File: src/rtl/sdram_cmd_decoder.sv
module sdram_cmd_decoder #(
  parameter int ADDR_W = 12,
  parameter int BA_W   = 2,
  parameter int COL_W  = 8,
  parameter int TRCD   = 3,
  parameter int AP_BIT = 10
) (
  input  logic              clk,
  input  logic              rst_n,
  input  logic              cke,
  input  logic              cs_n,
  input  logic              ras_n,
  input  logic              cas_n,
  input  logic              we_n,
  input  logic [ADDR_W-1:0] addr,
  input  logic [BA_W-1:0]   ba,
  output logic [2:0]        op_kind,
  output logic [BA_W-1:0]   op_bank,
  output logic [ADDR_W-1:0] op_addr,
  output logic              cmd_err,
  output logic [(1<<BA_W)-1:0] bank_open,
  output logic [2:0]        mr_bl,
  output logic              mr_bt,
  output logic [2:0]        mr_cl,
  output logic              bst_act,
  output logic [COL_W-1:0]  bst_col
);
  localparam int NB    = 1 << BA_W;
  localparam int CNT_W = (TRCD < 2) ? 1 : $clog2(TRCD + 1);
  localparam logic [CNT_W-1:0] RCD_INIT = CNT_W'(TRCD - 1);

  localparam logic [2:0] OP_NONE = 3'd0, OP_MODE = 3'd1, OP_ACT = 3'd2,
                         OP_RD = 3'd3, OP_WR = 3'd4, OP_PRE = 3'd5, OP_STOP = 3'd6;

  function automatic logic [COL_W-1:0] win_mask(input logic [2:0] code);
    case (code)
      3'd0:    win_mask = '0;
      3'd1:    win_mask = COL_W'(1);
      3'd2:    win_mask = COL_W'(3);
      3'd3:    win_mask = COL_W'(7);
      default: win_mask = '1;
    endcase
  endfunction

  wire sel     = !cs_n;
  wire is_mode = sel && !ras_n && !cas_n && !we_n;
  wire is_act  = sel && !ras_n &&  cas_n &&  we_n;
  wire is_pre  = sel && !ras_n &&  cas_n && !we_n;
  wire is_rd   = sel &&  ras_n && !cas_n &&  we_n;
  wire is_wr   = sel &&  ras_n && !cas_n && !we_n;
  wire is_stop = sel &&  ras_n &&  cas_n && !we_n;

  logic                 cke_q, mode_ok_q;
  logic [NB-1:0]        open_q;
  logic [CNT_W-1:0]     rcd_q [NB];
  logic [2:0]           op_q;
  logic                 err_q;

  wire bl_ok   = !addr[2] || (addr[2:0] == 3'b111);
  wire cl_ok   = (addr[6:4] == 3'd2) || (addr[6:4] == 3'd3);
  wire fp_ilv  = (addr[2:0] == 3'b111) && addr[3];
  wire mode_go = (open_q == '0) && (ba == '0) && cke && cke_q && bl_ok && cl_ok && !fp_ilv;
  wire act_go  = mode_ok_q && !open_q[ba];
  wire rw_go   = open_q[ba] && (rcd_q[ba] == '0);

  always_ff @(posedge clk or negedge rst_n) begin
    if (!rst_n) begin
      cke_q     <= 1'b0;
      mode_ok_q <= 1'b0;
      open_q    <= '0;
      for (int b = 0; b < NB; b++) rcd_q[b] <= '0;
      op_q      <= OP_NONE;
      err_q     <= 1'b0;
      op_bank   <= '0;
      op_addr   <= '0;
      mr_bl     <= '0;
      mr_bt     <= 1'b0;
      mr_cl     <= '0;
    end else begin
      cke_q   <= cke;
      op_q    <= OP_NONE;
      err_q   <= 1'b0;
      op_bank <= ba;
      op_addr <= addr;
      for (int b = 0; b < NB; b++)
        if (rcd_q[b] != '0) rcd_q[b] <= rcd_q[b] - 1'b1;
      if (is_mode) begin
        if (mode_go) begin
          op_q      <= OP_MODE;
          mode_ok_q <= 1'b1;
          mr_bl     <= addr[2:0];
          mr_bt     <= addr[3];
          mr_cl     <= addr[6:4];
        end else err_q <= 1'b1;
      end else if (is_act) begin
        if (act_go) begin
          op_q       <= OP_ACT;
          open_q[ba] <= 1'b1;
          rcd_q[ba]  <= RCD_INIT;
        end else err_q <= 1'b1;
      end else if (is_rd || is_wr) begin
        if (rw_go) op_q <= is_rd ? OP_RD : OP_WR;
        else       err_q <= 1'b1;
      end else if (is_pre) begin
        op_q <= OP_PRE;
        if (addr[AP_BIT]) open_q <= '0;
        else              open_q[ba] <= 1'b0;
      end else if (is_stop) begin
        op_q <= OP_STOP;
      end
    end
  end

  logic [COL_W-1:0] b_base, b_idx, b_mask;
  logic             b_ilv, b_full;

  wire b_last  = !b_full && (b_idx == b_mask);
  wire b_start = (is_rd || is_wr) && rw_go;
  wire b_kill  = is_pre || is_stop;

  always_ff @(posedge clk or negedge rst_n) begin
    if (!rst_n) begin
      bst_act <= 1'b0;
      b_base  <= '0;
      b_idx   <= '0;
      b_mask  <= '0;
      b_ilv   <= 1'b0;
      b_full  <= 1'b0;
    end else if (b_start) begin
      bst_act <= 1'b1;
      b_base  <= addr[COL_W-1:0];
      b_idx   <= '0;
      b_mask  <= win_mask(mr_bl);
      b_ilv   <= mr_bt;
      b_full  <= (mr_bl == 3'b111);
    end else if (b_kill) begin
      bst_act <= 1'b0;
    end else if (bst_act) begin
      if (b_last) bst_act <= 1'b0;
      else        b_idx   <= b_idx + 1'b1;
    end
  end

  wire [COL_W-1:0] b_low = b_ilv ? (b_base ^ b_idx) : (b_base + b_idx);

  assign bst_col   = (b_base & ~b_mask) | (b_low & b_mask);
  assign op_kind   = op_q;
  assign cmd_err   = err_q;
  assign bank_open = open_q;

endmodule

File: config.mk
export PLATFORM = sky130hd
export DESIGN_NAME = sdram_cmd_decoder
export DESIGN_NICKNAME = d
export VERILOG_FILES = /design/src/rtl/sdram_cmd_decoder.sv
export SDC_FILE = /design/constraint.sdc
export NUM_CORES = 1
export LEC_CHECK = 0
export BUFFER_PORTS_ARGS = -buffer_cell sky130_fd_sc_hd__buf_2
export CAP_MARGIN = 30
export CORE_AREA = 2 2 89 70
export DETAILED_ROUTE_END_ITERATION = 7
export DIE_AREA = 0 0 91 72
export PLACE_DENSITY = 0.88
export SETUP_SLACK_MARGIN = 0.02
export SYNTH_ARGS = -nofsm -noshare
export SYNTH_HDL_FRONTEND = slang
export SYNTH_SLANG_ARGS = --single-unit
export TNS_END_PERCENT = 50
File: constraint.sdc
create_clock -name clk -period 2.5 [get_ports clk]
set_clock_uncertainty 0.15 [all_clocks]
set_input_delay 0 -clock clk [delete_from_list [all_inputs] [get_ports clk]]
set_output_delay 0 -clock clk [all_outputs]
set_load 0.02 [all_outputs]
==> results of run 1 <==
## report_power, final
part           switching [mW]  total (mW)  internal (mW)
logic                   0.108       0.189         0.0811
clock network           0.394       0.877          0.483
registers              0.0177        1.05           1.03
total                   0.519        2.11           1.59
## final cells by class
cell class              count  area (um^2)
clock inverters             6         61.3
well taps                  78         97.6
multi-input cells         194         1420
repair buffers             82          526
inverters                   9         33.8
fillers                   421         1820
flip-flops and latches     62         1560
clock buffers              10          138
## through the flow
step | area [um^2] | worst slack [ns] | total power [mW]
floorplan | 3000 | 0.478 | 1.14
global placement | 3340 | 0.310 | 1.21
detailed placement | 3340 | 0.259 | 1.22
CTS | 3760 | 0.0219 | 2.12
global route | 3830 | -0.00605 | 2.19
finish | 3830 | 0.109 | 2.11
## final timing paths
path | end | cells past startpoint | from | slack [ns]
max | bst_col[6] | 9 | b_base[0]$_DFFE_PN0P_ | 0.11
min | op_addr[11]$_DFF_PN0_ | 2 | addr[11] | 0.15
max reg2reg | b_idx[7]$_DFFE_PN0P_ | 7 | b_idx[0]$_DFFE_PN0P_ | 0.39
min reg2reg | mode_ok_q$_DFFE_PN0P_ | 1 | mode_ok_q$_DFFE_PN0P_ | 0.31
max in group asynchronous | b_idx[3]$_DFFE_PN0P_ | 3 | rst_n | 1.47
min in group asynchronous | op_addr[11]$_DFF_PN0_ | 3 | rst_n | 0.18
## flip-flops by register name, summed over array words and instances (netlist names)
signal / cells
b_base: 8
op_kind: 3
mode_ok_q: 1
op_bank: 2
b_mask: 4
mr_cl: 3
b_ilv: 1
b_full: 1
rcd_q: 8
cmd_err: 1
mr_bl: 3
bst_act: 1
mr_bt: 1
bank_open: 4
cke_q: 1
b_idx: 8
op_addr: 12
## metal layers
layer / global-route usage / routed length (um) / up-vias
met4: 0.0572 / 101 / 0
met3: 0.0685 / 466 / 10
met1: 0.303 / 3060 / 1180
met5: 0 / 0 / -
li1: - / - / 1131
met2: 0.352 / 3220 / 84
## layout by cell type, fill, tap and decap left out, types with 6 or more instances in the layout
| cell | netlist | final |
|---|---|---|
| inv_1 | 9 | 9 |
| o21ai_1 | 6 | 7 |
| xnor2_1 | 8 | 8 |
| dfrtp_1 | 62 | 58 |
| dlygate4sd3_1 | 0 | 21 |
| a21oi_1 | 12 | 12 |
| nor2_1 | 32 | 32 |
| clkbuf_8 | 0 | 10 |
| buf_2 | 3 | 57 |
| o21ai_0 | 13 | 11 |
| mux2_4 | 7 | 7 |
| nand2_1 | 24 | 24 |
| nand2b_1 | 6 | 6 |
## critical path: stages (launching register included)
cell and delay (ns):
dfrtp_1 0.43, ha_4 0.19, inv_1 0.06, fa_2 0.21, nor2b_2 0.05, o21ai_2 0.15, a211oi_2 0.09, or3_1 0.35
a31o_1 0.20, buf_2 0.15
## what timing repair did
item | in CTS | in global routing
gates resized for setup | 4 | 13
pin swaps | 0 | 4
endpoints found under the hold margin | 101 | 0
hold buffers | 21 | 0
endpoints found under the setup margin | 1 | 4
setup buffers | 1 | 0
## kinds of logic after synthesis
kind of cell | after synthesis
AND/OR/NAND/NOR | 100
adder cells (fa/ha/maj) | 9
flip-flops | 62
AO/OA/AOI/OAI | 54
buffers and inverters | 19
multiplexers | 18
XOR/XNOR | 13
==> results.sh, run 1 <==
export IMPL_vias=2405
export IMPL_critical_path_arrival_ns=2.24
export IMPL_track_usage=0.222
export IMPL_synth_simple_gate_area_frac=0.173
export IMPL_grt_pass1_vias=2344
export IMPL_final_util=0.678
export IMPL_die_x_um=91
export IMPL_tritoncts="done"
export IMPL_clock_path_buffers=2
export IMPL_slew_viol_final=0
export IMPL_drc_errors=0
export IMPL_cp_end_kind="output port"
export IMPL_synth_area_top_cells="dfrtp_1 52%, nor2_1 4.0%, mux2_4 3.5%"
export IMPL_leakage_nw=1.93
export IMPL_cts_made_buffers=9
export IMPL_fp_row_count=24
export IMPL_outcome="complete, no violations"
export IMPL_synth_most_common_cell="dfrtp_1"
export IMPL_cts_root_buf="clkbuf_8"
export IMPL_grt_ovfl_total=0
export IMPL_hold_viol=0
export IMPL_powerDensity_nw_per_um2=552
export IMPL_antenna_found_initial=0
export IMPL_grt_pass1_wl_um=11200
export IMPL_synth_seq_cells=62
export IMPL_ant_nets=0
export IMPL_max_cap_violations=0
export IMPL_hold_path_class="in -> reg"
export IMPL_place_congestion=0.847
export IMPL_clkSinkCount=62
export IMPL_first_iter_violations=179
export IMPL_synth_xor_area_share=0.0379
export IMPL_clk_pin_slew_ns=0.07
export IMPL_insertion_delay_ns=0.34
export IMPL_wire_per_inst_um=15.5
export IMPL_die_h_um=72
export IMPL_setup_worst_path_class="reg -> out"
export IMPL_diodes=0
export IMPL_yosys_area_top_type="dfrtp_1"
export IMPL_period_minus_slack_ns=2.39
export IMPL_wirelength_um=6850
export IMPL_ys_top_cells_by_count="62 x dfrtp_1, 32 x nor2_1, 24 x nand2_1"
export IMPL_timing_fmax_mhz=418
export IMPL_dp_cells=403
export IMPL_async_reset_ff_frac=1.00
export IMPL_worst_path_max_fanout=3
export IMPL_syn_inst=275
export IMPL_fp_dieArea_um2=6550
export IMPL_synthMuxAreaShare=0.0829
export IMPL_ioPinCount=59
export IMPL_setup_tns_ns=0
export IMPL_fin_nets=388
export IMPL_yosys_area_share_adder=0.0400
export IMPL_worstSetupStartpointType="flip-flop"
export IMPL_syn2layout_area_growth_pct=27.4
export IMPL_slew_headroom=0.493
export IMPL_fin_hold_ws_ns=0.150
export IMPL_setup_viol=0
export IMPL_synth_top_family_by_area="simple AND/OR/NAND/NOR gates"
export IMPL_place_hpwl_um=4510
export IMPL_initial_core_util=0.532
export IMPL_portBuffers=58
export IMPL_synth_warnings=0
export IMPL_final_layout_size_suffix_gt1_frac=0.303
export IMPL_fin_cells=441
export IMPL_tightest_slew_ns=0.761
export IMPL_htree_levels=3
export IMPL_yosysSeqAreaShare=0.516
export IMPL_synth_compound_area_share=0.115
export IMPL_synth_edf_count=0
export IMPL_rsz0062_at_grt="yes"
export IMPL_grt_max_degree=63
export IMPL_avgSynthCellArea_um2=10.9
export IMPL_core_um2=5650
export IMPL_synth_cell_types=50
export IMPL_crit_required_ns=2.35
export IMPL_synth_area_um2=3000
export IMPL_synth_top_cell_area_share=0.516
export IMPL_ir_drop_mv=0.403
export IMPL_via_per_inst=5.45
export IMPL_dr_pass1_iters=4
export IMPL_syn_nets=305
export IMPL_ys_flop_type="dfrtp_1"
export IMPL_final_period_utilization=0.956
Power figures use the tool's default switching activity.
==> inputs of run 2 (changes only) <==
Settings changed: CELL_PAD_IN_SITES_DETAIL_PLACEMENT from default to 1, CELL_PAD_IN_SITES_GLOBAL_PLACEMENT from default to 1, CORE_AREA 2 2 89 70 to 2 2 100 78, DIE_AREA 0 0 91 72 to 0 0 102 80, PLACE_DENSITY 0.88 to 0.89.
==> run 2 against run 1 <==
Net effect: total power rose by 4.5%; worst hold slack got worse by 0.086 ns; worst setup slack got worse by 0.040 ns; wire length rose by 16%; utilization fell by 14 points; register-to-register slack got worse by 0.08 ns; critical endpoint unchanged; largest power group unchanged.
==> results.sh, run 2 (synthesis gave the netlist of run 1 again) <==
export IMPL_portBuffers=58
export IMPL_top_register="op_addr"
export IMPL_mostFrequentLayoutCells="58 x dfrtp_1, 58 x buf_2, 32 x nor2_1, 24 x nand2_1, 21 x dlygate4sd3_1"
export IMPL_dr_pass1_iters=4
export IMPL_period_minus_slack_ns=2.43
export IMPL_tightest_slew_ns=0.662
export IMPL_final_layout_size_suffix_gt1_frac=0.306
export IMPL_critPathSlowestCell="dfrtp_2"
export IMPL_ioPinCount=59
export IMPL_crit_chain="ha_4 -> inv_1 -> fa_2 -> nor2b_2 -> o21ai_2 -> a211oi_2 -> or3_1 -> a31o_1 -> buf_2"
export IMPL_slew_headroom=0.559
export IMPL_final_util=0.542
export IMPL_worstSetupStartpointType="flip-flop"
export IMPL_fin_hold_ws_ns=0.0639
export IMPL_place_hpwl_um=5480
export IMPL_fin_area_um2=3880
export IMPL_timing_final_ws_setup_ns=0.0696
export IMPL_insertion_delay_ns=0.35
export IMPL_largest_register_ffs=12
export IMPL_worst_path_max_fanout=3
export IMPL_die_x_um=102
export IMPL_ant_nets=0
export IMPL_diodes=0
export IMPL_cp_slowest_stage_delay_ns=0.43
export IMPL_clock_path_buffers=2
export IMPL_leakage_nw=1.96
export IMPL_fin_cells=467
export IMPL_cp_end_kind="output port"
export IMPL_outcome="complete, no violations"
export IMPL_cp_num_buf_inv=2
export IMPL_via_per_inst=5.21
export IMPL_final_period_utilization=0.972
export IMPL_powerDensity_nw_per_um2=569
export IMPL_wirelength_um=7930
export IMPL_ir_drop_mv=0.322
export IMPL_crit_required_ns=2.35
export IMPL_rsz0062_at_grt="yes"
export IMPL_dp_cells=428
export IMPL_hold_path_class="in -> async"
export IMPL_initial_core_util=0.419
export IMPL_timing_fmax_mhz=411
export IMPL_cts_made_buffers=9
export IMPL_first_iter_violations=78
export IMPL_drc_errors=0
export IMPL_tritoncts="done"
export IMPL_place_area_um2=3380
export IMPL_setup_worst_path_class="reg -> out"
export IMPL_wire_per_inst_um=17.0
export IMPL_place_congestion=0.865
export IMPL_setup_viol=0
export IMPL_vias=2434
export IMPL_fin_nets=391
export IMPL_critical_path_arrival_ns=2.28
export IMPL_syn2layout_area_growth_pct=29.1
export IMPL_place_ws_ns=0.134
export IMPL_htree_levels=3
export IMPL_slew_viol_final=0
export IMPL_path_delay_family="compound AO/OA/AOI/OAI gates"
export IMPL_hold_viol=0
export IMPL_grt_pass1_vias=2605
export IMPL_clkSinkCount=62
export IMPL_clk_pin_slew_ns=0.07
export IMPL_grt_ovfl_total=0
export IMPL_setup_tns_ns=0
export IMPL_track_usage=0.211
export IMPL_cts_root_buf="clkbuf_8"
export IMPL_p_total_mw=2.21
export IMPL_grt_max_degree=32
export IMPL_fp_row_count=27
export IMPL_core_um2=7160
export IMPL_max_cap_violations=0
export IMPL_fp_dieArea_um2=8160
export IMPL_grt_pass1_wl_um=12900
export IMPL_die_h_um=80
export IMPL_antenna_found_initial=0
==> run 2: layout make-up <==
type | instances | area, um^2
inverters | 9 | 33.8
flip-flops and latches | 62 | 1560
well taps | 101 | 126
clock inverters | 7 | 88.8
fillers | 792 | 3280
multi-input cells | 194 | 1400
repair buffers | 85 | 546
clock buffers | 9 | 124
==> run 2: repair_timing <==
item,4_1_cts,5_1_grt
endpoints found under the setup margin,4,4
resized for setup,7,6
hold buffers,21,0
pin swaps,0,2
hold endpoints to repair,64,0
setup buffers,2,0
==> run 2: metal layers <==
layer	up-vias	global-route usage	part of all wire	wire length (um)
met4	0	0.0680	0.015	116
met2	66	0.339	0.47	3740
met5	-	0	0	0
met3	12	0.0630	0.056	447
met1	1224	0.273	0.46	3630
li1	1132	-	-	-
==> run 2: final timing paths <==
check | from | end | slack [ns] | cells after the start
worst max-delay path | b_idx[0]$_DFFE_PN0P_ | bst_col[6] | 0.07 | 9
worst min-delay path | rst_n | b_idx[2]$_DFFE_PN0P_ | 0.06 | 2
worst max register to register | b_idx[0]$_DFFE_PN0P_ | b_idx[7]$_DFFE_PN0P_ | 0.31 | 7
worst min register to register | rcd_q[0]$_DFF_PN0_ | rcd_q[0]$_DFF_PN0_ | 0.32 | 1
max in group asynchronous | rst_n | b_base[5]$_DFFE_PN0P_ | 1.44 | 3
min in group clk | addr[11] | op_addr[11]$_DFF_PN0_ | 0.14 | 2
==> run 2: power breakdown <==
group / leakage, nW / switching, mW / internal, mW / total (mW)
logic: 1.04 / 0.114 / 0.0817 / 0.196
clock network: 0.113 / 0.410 / 0.555 / 0.965
registers: 0.806 / 0.0178 / 1.03 / 1.05
